==> config.mk <==
export PLATFORM = sky130hd
export DESIGN_NAME = smram_window_ctl
export DESIGN_NICKNAME = d
export VERILOG_FILES = /design/src/rtl/smram_pkg.sv /design/src/rtl/smram_cfg_regs.sv /design/src/rtl/smram_win_decode.sv /design/src/rtl/smram_rsp_slice.sv /design/src/rtl/smram_window_ctl.sv
export SDC_FILE = /design/constraint.sdc
export NUM_CORES = 1
export LEC_CHECK = 0
export BUFFER_PORTS_ARGS = -buffer_cell sky130_fd_sc_hd__buf_2
export CAP_MARGIN = 20
export CORE_MARGIN = 2
export CORE_UTILIZATION = 45
export CTS_BUF_LIST = sky130_fd_sc_hd__clkbuf_8
export CTS_CLUSTER_DIAMETER = 50
export DETAILED_ROUTE_END_ITERATION = 16
export MAX_ROUTING_LAYER = met4
export PLACE_DENSITY = 0.78
export SYNTH_ARGS = -nofsm -noshare
export SYNTH_HDL_FRONTEND = slang
export SYNTH_HIERARCHICAL = 1
export SYNTH_SLANG_ARGS = --single-unit
export TNS_END_PERCENT = 1
==> constraint.sdc <==
create_clock -name clk -period 1.25 [get_ports clk]
set_input_delay 0.1875 -clock clk [delete_from_list [all_inputs] [get_ports clk]]
set_output_delay 0.1875 -clock clk [all_outputs]
set_load 0.01 [all_outputs]
==> src/rtl/smram_pkg.sv <==
package smram_pkg;
  localparam int WIN_AW = 20;
  localparam logic [WIN_AW-1:0] WIN_LO = 20'hA0000;
  localparam logic [WIN_AW-1:0] WIN_HI = 20'hBFFFF;
  localparam logic [2:0] BASE_SEG = 3'b010;

  localparam int CB_OPEN  = 6;
  localparam int CB_CLOSE = 5;
  localparam int CB_LOCK  = 4;

  localparam int PB_GEN   = 0;
  localparam int PB_HIGH  = 1;
  localparam int PB_TSEG  = 2;
  localparam int PB_SZ_LO = 3;
  localparam int SZ_W     = 3;

  typedef struct packed {
    logic open;
    logic close;
    logic lock;
  } win_ctl_t;

  typedef struct packed {
    logic [SZ_W-1:0] tseg_sz;
    logic            tseg_en;
    logic            high_en;
    logic            gen;
  } win_comp_t;

  typedef enum logic [1:0] {
    ROUTE_NONE   = 2'b00,
    ROUTE_LEGACY = 2'b01,
    ROUTE_DRAM   = 2'b10
  } route_e;
endpackage

==> src/rtl/smram_cfg_regs.sv <==
module smram_cfg_regs
  import smram_pkg::*;
(
  input  logic       clk,
  input  logic       rst_full_n,
  input  logic       rst_warm_n,
  input  logic       cfg_wr,
  input  logic       cfg_sel,
  input  logic [7:0] cfg_wdata,
  output logic [7:0] cfg_rdata,
  output win_ctl_t   ctl,
  output logic       gen
);
  win_comp_t comp;
  logic      unused_wbits;

  assign unused_wbits = cfg_wdata[7];
  assign gen = comp.gen;

  always_ff @(posedge clk or negedge rst_full_n) begin
    if (!rst_full_n) begin
      ctl  <= '0;
      comp <= '0;
    end else if (!rst_warm_n) begin
      ctl.open  <= 1'b0;
      ctl.close <= 1'b0;
    end else if (cfg_wr) begin
      if (!cfg_sel) begin
        ctl.close <= cfg_wdata[CB_CLOSE];
        if (!ctl.lock) begin
          ctl.lock <= cfg_wdata[CB_LOCK];
          ctl.open <= cfg_wdata[CB_OPEN] & ~cfg_wdata[CB_LOCK];
        end
      end else if (!ctl.lock) begin
        comp.gen     <= cfg_wdata[PB_GEN];
        comp.high_en <= cfg_wdata[PB_HIGH];
        comp.tseg_en <= cfg_wdata[PB_TSEG];
        comp.tseg_sz <= cfg_wdata[PB_SZ_LO +: SZ_W];
      end
    end
  end

  always_comb begin
    cfg_rdata = '0;
    if (!cfg_sel) begin
      cfg_rdata[CB_OPEN]  = ctl.open;
      cfg_rdata[CB_CLOSE] = ctl.close;
      cfg_rdata[CB_LOCK]  = ctl.lock;
      cfg_rdata[2:0]      = BASE_SEG;
    end else begin
      cfg_rdata[PB_GEN]              = comp.gen;
      cfg_rdata[PB_HIGH]             = comp.high_en;
      cfg_rdata[PB_TSEG]             = comp.tseg_en;
      cfg_rdata[PB_SZ_LO +: SZ_W]    = comp.tseg_sz;
    end
  end

  AST_LOCK_STICKY: assert property (@(posedge clk) disable iff (!rst_full_n)
    ctl.lock |=> ctl.lock);
  AST_LOCK_NO_OPEN: assert property (@(posedge clk) disable iff (!rst_full_n)
    ctl.lock |-> !ctl.open);
  AST_COMP_FROZEN: assert property (@(posedge clk) disable iff (!rst_full_n)
    ctl.lock |=> $stable(comp));
endmodule

==> src/rtl/smram_win_decode.sv <==
module smram_win_decode
  import smram_pkg::*;
#(
  parameter int ADDR_W = 32
) (
  input  logic [ADDR_W-1:0] addr,
  input  logic              smm,
  input  logic              code,
  input  win_ctl_t          ctl,
  input  logic              gen,
  output route_e            route
);
  logic in_win;
  logic visible;

  generate
    if (ADDR_W > WIN_AW) begin : g_wide
      logic upper_zero;
      assign upper_zero = (addr[ADDR_W-1:WIN_AW] == '0);
      assign in_win = upper_zero && (addr[WIN_AW-1:0] >= WIN_LO)
                      && (addr[WIN_AW-1:0] <= WIN_HI);
    end else begin : g_exact
      assign in_win = (addr >= WIN_LO) && (addr <= WIN_HI);
    end
  endgenerate

  // close blocks data on both paths; open grants non-SMM access unless locked
  assign visible = gen && !(ctl.close && !code)
                   && (smm || (ctl.open && !ctl.lock));

  always_comb begin
    if (!in_win)      route = ROUTE_NONE;
    else if (visible) route = ROUTE_DRAM;
    else              route = ROUTE_LEGACY;
  end
endmodule

==> src/rtl/smram_rsp_slice.sv <==
module smram_rsp_slice
  import smram_pkg::*;
#(
  parameter int ADDR_W = 32
) (
  input  logic              clk,
  input  logic              rst_full_n,
  input  logic              rst_warm_n,
  input  logic              in_valid,
  output logic              in_ready,
  input  logic [ADDR_W-1:0] in_addr,
  input  route_e            in_route,
  output logic              out_valid,
  input  logic              out_ready,
  output logic [ADDR_W-1:0] out_addr,
  output route_e            out_route
);
  assign in_ready = !out_valid || out_ready;

  always_ff @(posedge clk or negedge rst_full_n) begin
    if (!rst_full_n)      out_valid <= 1'b0;
    else if (!rst_warm_n) out_valid <= 1'b0;
    else if (in_ready)    out_valid <= in_valid;
  end

  always_ff @(posedge clk or negedge rst_full_n) begin
    if (!rst_full_n) begin
      out_addr  <= '0;
      out_route <= ROUTE_NONE;
    end else if (in_valid && in_ready) begin
      out_addr  <= in_addr;
      out_route <= in_route;
    end
  end

  AST_HOLD_STALL: assert property (@(posedge clk)
    disable iff (!rst_full_n || !rst_warm_n)
    (out_valid && !out_ready) |=> (out_valid && $stable(out_addr)
                                   && $stable(out_route)));
  AST_ACCEPT_SHOWS: assert property (@(posedge clk)
    disable iff (!rst_full_n || !rst_warm_n)
    (in_valid && in_ready) |=> out_valid);
endmodule

==> src/rtl/smram_window_ctl.sv <==
module smram_window_ctl
  import smram_pkg::*;
#(
  parameter int ADDR_W = 32
) (
  input  logic              clk,
  input  logic              rst_full_n,
  input  logic              rst_warm_n,
  input  logic              cfg_wr,
  input  logic              cfg_sel,
  input  logic [7:0]        cfg_wdata,
  output logic [7:0]        cfg_rdata,
  input  logic              req_valid,
  output logic              req_ready,
  input  logic [ADDR_W-1:0] req_addr,
  input  logic              req_smm,
  input  logic              req_code,
  output logic              rsp_valid,
  input  logic              rsp_ready,
  output logic [ADDR_W-1:0] rsp_addr,
  output logic              rsp_dram,
  output logic              rsp_legacy,
  output logic              proto_viol
);
  localparam logic [ADDR_W-1:0] LO_A = ADDR_W'(WIN_LO);
  localparam logic [ADDR_W-1:0] HI_A = ADDR_W'(WIN_HI);

  win_ctl_t ctl;
  logic     gen;
  route_e   dec_route;
  route_e   out_route;

  smram_cfg_regs u_regs (
    .clk       (clk),
    .rst_full_n(rst_full_n),
    .rst_warm_n(rst_warm_n),
    .cfg_wr    (cfg_wr),
    .cfg_sel   (cfg_sel),
    .cfg_wdata (cfg_wdata),
    .cfg_rdata (cfg_rdata),
    .ctl       (ctl),
    .gen       (gen)
  );

  smram_win_decode #(.ADDR_W(ADDR_W)) u_dec (
    .addr (req_addr),
    .smm  (req_smm),
    .code (req_code),
    .ctl  (ctl),
    .gen  (gen),
    .route(dec_route)
  );

  smram_rsp_slice #(.ADDR_W(ADDR_W)) u_slice (
    .clk       (clk),
    .rst_full_n(rst_full_n),
    .rst_warm_n(rst_warm_n),
    .in_valid  (req_valid),
    .in_ready  (req_ready),
    .in_addr   (req_addr),
    .in_route  (dec_route),
    .out_valid (rsp_valid),
    .out_ready (rsp_ready),
    .out_addr  (rsp_addr),
    .out_route (out_route)
  );

  assign rsp_dram   = (out_route == ROUTE_DRAM);
  assign rsp_legacy = (out_route == ROUTE_LEGACY);
  assign proto_viol = ctl.open && ctl.close;

  AST_OUTSIDE_NONE: assert property (@(posedge clk) disable iff (!rst_full_n)
    (rsp_valid && ((rsp_addr < LO_A) || (rsp_addr > HI_A)))
      |-> (!rsp_dram && !rsp_legacy));
  AST_GEN_OFF_NODRAM: assert property (@(posedge clk)
    disable iff (!rst_full_n || !rst_warm_n)
    (req_valid && req_ready && !gen) |=> !rsp_dram);
  AST_INSIDE_ROUTED: assert property (@(posedge clk) disable iff (!rst_full_n)
    (rsp_valid && (rsp_addr >= LO_A) && (rsp_addr <= HI_A))
      |-> (rsp_dram || rsp_legacy));
endmodule

# Yosys cells after proc, flatten, opt, wreduce, memory -nomap -nowiden
# Cells that the tools add are included.
# word_totals
ff_bits	44
output_inout_bits	45
elab_cells	54
in_bits	49
# op_classes
n_lt_le_gt_ge	2
n_reduce_logical	19
bitwise	4
mux	13
n_eq_ne	6
# op_table
operator	n
$ge A20 B20 Y1 const B	1
$le A20 B20 Y1 const B	1
$logic_not A12 Y1	1
$mux W3	3
$logic_and A1 B1 Y1	8
$mux W2	4
$mux W1	6
$reduce_and A3 Y1	2
$logic_not A1 Y1	4
$ne A2 B1 Y1 const B	2
$ne A2 B2 Y1 const B	2
$reduce_and A4 Y1	1
$not A1 Y1	3
$eq A2 B1 Y1 const B	1
$eq A2 B2 Y1 const B	1
$logic_or A1 B1 Y1	2
$reduce_and A2 Y1	1
$and A1 B1 Y1	1

# Longest topological paths before layout
# depth
depth_word	7
depth_mapped	4
depth_no_buf	4

# Modules after synthesis
# The synthesis kept the hierarchy.
# modules_own_cells
mod	n_inst	seq_area_each_um2	area_each_um2	cells_per_inst
smram_rsp_slice	1	875.8	1467.7	76
smram_cfg_regs	1	225.2	441.7	34
smram_win_decode	1	0.0	82.6	10
smram_window_ctl	1	0.0	21.3	3

# Least setup slack after synthesis
# OpenSTA, ideal clock, no wires.
# synth_path
kind	register to register
from	register u_slice.out_valid
to	register u_slice.out_addr[0]
stages_incl_launch_ff	5
n_path_buf	1
slack_ns	0.036
period_less_slack_ns	1.214
t_arrival_ns	1.089
cell_sequence	dfrtp_1 > nand2b_4 > nand2_4 > buf_12 > mux2_4
# synth_between
elab_chain_len	3
# synth_lines
element	line	text
start, declared	smram_rsp_slice.sv:13	output logic out_valid,
start signal, assigned	smram_rsp_slice.sv:23	else if (in_ready) out_valid <= in_valid;
$logic_not A1 Y1	smram_rsp_slice.sv:18	assign in_ready = !out_valid || out_ready;
$logic_or A1 B1 Y1	smram_rsp_slice.sv:18	
via req_ready	smram_window_ctl.sv:14	output logic req_ready,
$logic_and A1 B1 Y1	smram_rsp_slice.sv:30	end else if (in_valid && in_ready) begin
end signal, assigned	smram_rsp_slice.sv:31	out_addr <= in_addr;
end, declared	smram_rsp_slice.sv:15	output logic [ADDR_W-1:0] out_addr,
# The timed path passes the listed nets, and every way through them passes these cells.
# A chain may end at the register's enable or synchronous reset.

# Final worst setup path
# layout_path
from	register u_regs/ctl[0] (netlist name)
to	output port cfg_rdata[4]
# layout_between
elab_chain_len	1
# layout_lines
element	line	text
$mux W2	smram_cfg_regs.sv:45	if (!cfg_sel) begin
end, declared	smram_window_ctl.sv:12	output logic [7:0] cfg_rdata,
# No other way between the ends.

==> flow_metrics.env <==
export IMPL_status="finished, violations left"
export IMPL_violations="negative setup slack"
export IMPL_rsz0062_at_grt="yes"
export IMPL_nNetsFinal=276
export IMPL_worstHoldPathCells=2
export IMPL_ir_drop_mv=0.7644
export IMPL_synthArstFlopShare=1.000
export IMPL_slew_violations=0
export IMPL_multi_input_area_um2=840.8
export IMPL_die_width_um=70.89
export IMPL_layout_commonest_cell="buf_2"
export IMPL_drive_above_1_share=0.6930
export IMPL_final_cell_mix="88 x buf_2, 44 x dfrtp_1, 30 x mux2_4, 12 x mux2_2, 6 x buf_4"
export IMPL_start_kind="register"
export IMPL_start_util=0.4656
export IMPL_clock_sinks=44
export IMPL_area_growth_pct=35.67
export IMPL_wl_um=3956
export IMPL_hp_class="primary input to register"
export IMPL_clock_skew_ns=0.006140
export IMPL_synth_edf_count=0
export IMPL_antenna_found_initial=0
export IMPL_synth_area_um2=2013
export IMPL_reg2reg_depth=3
export IMPL_drt_iter0_markers=49
export IMPL_ioPinCount=94
export IMPL_hold_viol_final=0
export IMPL_critPathArrivalTime_ns=1.12
export IMPL_required_ns=1.06
export IMPL_portBuffers=91
export IMPL_die_h_um=70.89
export IMPL_crit_type="register to output pin"
export IMPL_vias=1346
export IMPL_r2r_start="u_regs/ctl[0]"
export IMPL_numCtsBuffers=5
export IMPL_ys_flop_type="dfrtp_1"
export IMPL_n_antenna_cell=0
export IMPL_endpoint_kind="output pin"
export IMPL_grt_pass1_vias=1385
export IMPL_min_period_over_period=1.048
export IMPL_insertion_delay_ns=0.29
export IMPL_root_buffer="clkbuf_8"
export IMPL_cts_tree="built"
export IMPL_wl_per_cell_um=14.13
export IMPL_regToRegSetupSlack_ns=-0.03
export IMPL_pwr_density_cell_nw_per_um2=1332
export IMPL_core_area_um2=4324
export IMPL_rows=24
export IMPL_setup_tns_ns=-0.1367
export IMPL_post_place_ws_ns=0.02884
export IMPL_synthTopCellsByArea="dfrtp_1 55%, mux2_4 22%, mux2_2 6.7%, buf_12 3.0%, nor2b_1 1.6%"
export IMPL_clockBufferDepth=2
export IMPL_ys_warn_count=6
export IMPL_setup_viol=3
export IMPL_crit_path_max_fanout=5
export IMPL_leakage_uw=0.001416
export IMPL_nFillCells=350
export IMPL_max_cap_violations=0
export IMPL_ys_seq_elements=44
export IMPL_routabilityCongestion=0.7445
export IMPL_grt_max_degree=45
export IMPL_grt_ovfl_total=0
export IMPL_synth_distinct_cells=28
export IMPL_vias_per_cell=4.807
export IMPL_synthCells=123
export IMPL_regArea_um2=1101
export IMPL_min_from="req_addr[5]"
export IMPL_yosys_area_top_type="dfrtp_1"
export IMPL_layout_min_cycle_time_ns=1.310
export IMPL_drc=0
export IMPL_first_pass_iters=4
export IMPL_dieArea_um2=5025
export IMPL_fin_ws_ns=-0.05964
export IMPL_reg2reg_to="u_regs/ctl[2]"
export IMPL_hold_end="u_slice/out_addr[5]"
export IMPL_h_tree_depth=2
export IMPL_grt_pass1_wl_um=6520
export IMPL_synth_top_area_share=0.5469
export IMPL_maxClockFrequency_ghz=0.7636
export IMPL_clkTransAtPathRegs_ns=0.08
export IMPL_ys_seq_area_frac=0.5469
export IMPL_dp_hpwl_um=2988
export IMPL_avgSynthCellArea_um2=16.37
export IMPL_syn_nets=172
export IMPL_ant_nets=0
export IMPL_grt_usage=0.1702
## cells in the mapped netlist (all sizes together) (2+ instances only)
master and instances:
a21boi 2, mux2 42, nor4 2, dfrtp 44, buf 5, inv 2
nor2b 5, nand2 2, and2 4, nand2b 3
## metal layers
metal / GRT usage / up-vias / wire length (um)
li1: - / 642 / -
met1: 0.2127 / 645 / 1701
met2: 0.2731 / 59 / 1966
met3: 0.05413 / 0 / 288
met4: 0.03774 / 0 / 0
met5: - / - / 0
## report_power, final
part	switching, uW	leakage [uW]	internal, uW	total [uW]
combinational	346	0.000834	512	858
sequential	112	0.000523	1630	1740
clock	453	0.0000593	585	1040
## cells by family (layout without fill, tap and decap cells)
kind of cell / Yosys count / in the layout / share of synthesized area
buf+inv: 7 / 112 / 0.04289
mux: 43 / 43 / 0.2958
simple gates: 23 / 23 / 0.09447
compound gates: 5 / 5 / 0.01803
flops: 44 / 44 / 0.5469
other cells: 1 / 1 / 0.001863
## metrics by stage
stage	total power [uW]	area (um^2)	instances	hold WS [ns]	utilization
after global placement	2572	2572	270	0.1773	0.5949
after global routing	3831	2731	280	0.1088	0.6317
after detailed placement	2601	2572	270	0.1814	0.5949
after CTS	3684	2703	279	0.1130	0.6250
final	3637	2731	280	0.1218	0.6317
after floorplan	2235	2013	123	-0.1081	-
## flip-flops by register name (all words and copies together), names as in the netlist
register,cells
u_regs/comp,5
u_regs/ctl,3
u_regs/gen,1
u_slice/out_addr,32
u_slice/out_route,2
u_slice/out_valid,1
## layout make-up
| class | count | share of cell area |
|---|---|---|
| Inverter | 2 | 0.002749 |
| Tap cell | 52 | 0.02382 |
| Multi-Input combinational cell | 72 | 0.3078 |
| Sequential cell | 44 | 0.4031 |
| Timing Repair Buffer | 102 | 0.2231 |
| Clock buffer | 5 | 0.02519 |
| Clock inverter | 3 | 0.01420 |
## worst max-delay path by stage
stage	cells past startpoint	slack (ns)	from	endpoint
floorplan	4	0.04	u_slice/out_valid	u_slice/out_addr[0]
global placement	4	0.05	u_regs/ctl[0]	u_slice/out_route[0]
detailed placement	4	0.03	u_slice/out_valid	u_slice/out_addr[27]
CTS	2	-0.07	u_regs/ctl[0]	cfg_rdata[4]
global route	2	-0.1	u_regs/ctl[0]	cfg_rdata[4]
finish	2	-0.06	u_regs/ctl[0]	cfg_rdata[4]
## repair_timing
item / CTS / global route
gates resized for setup: 2 / 3
pin swaps: 0 / 1
endpoints found under the setup margin: 2 / 26
setup buffers: 0 / 1
hold buffers: 1 / 0
hold endpoints to repair: 44 / 0
## critical path: stages (launching register included)
cell and delay (ns):
dfrtp_1 0.43, mux2_2 0.29, buf_6 0.12
Note: power is estimated with default switching activity, not from simulation.
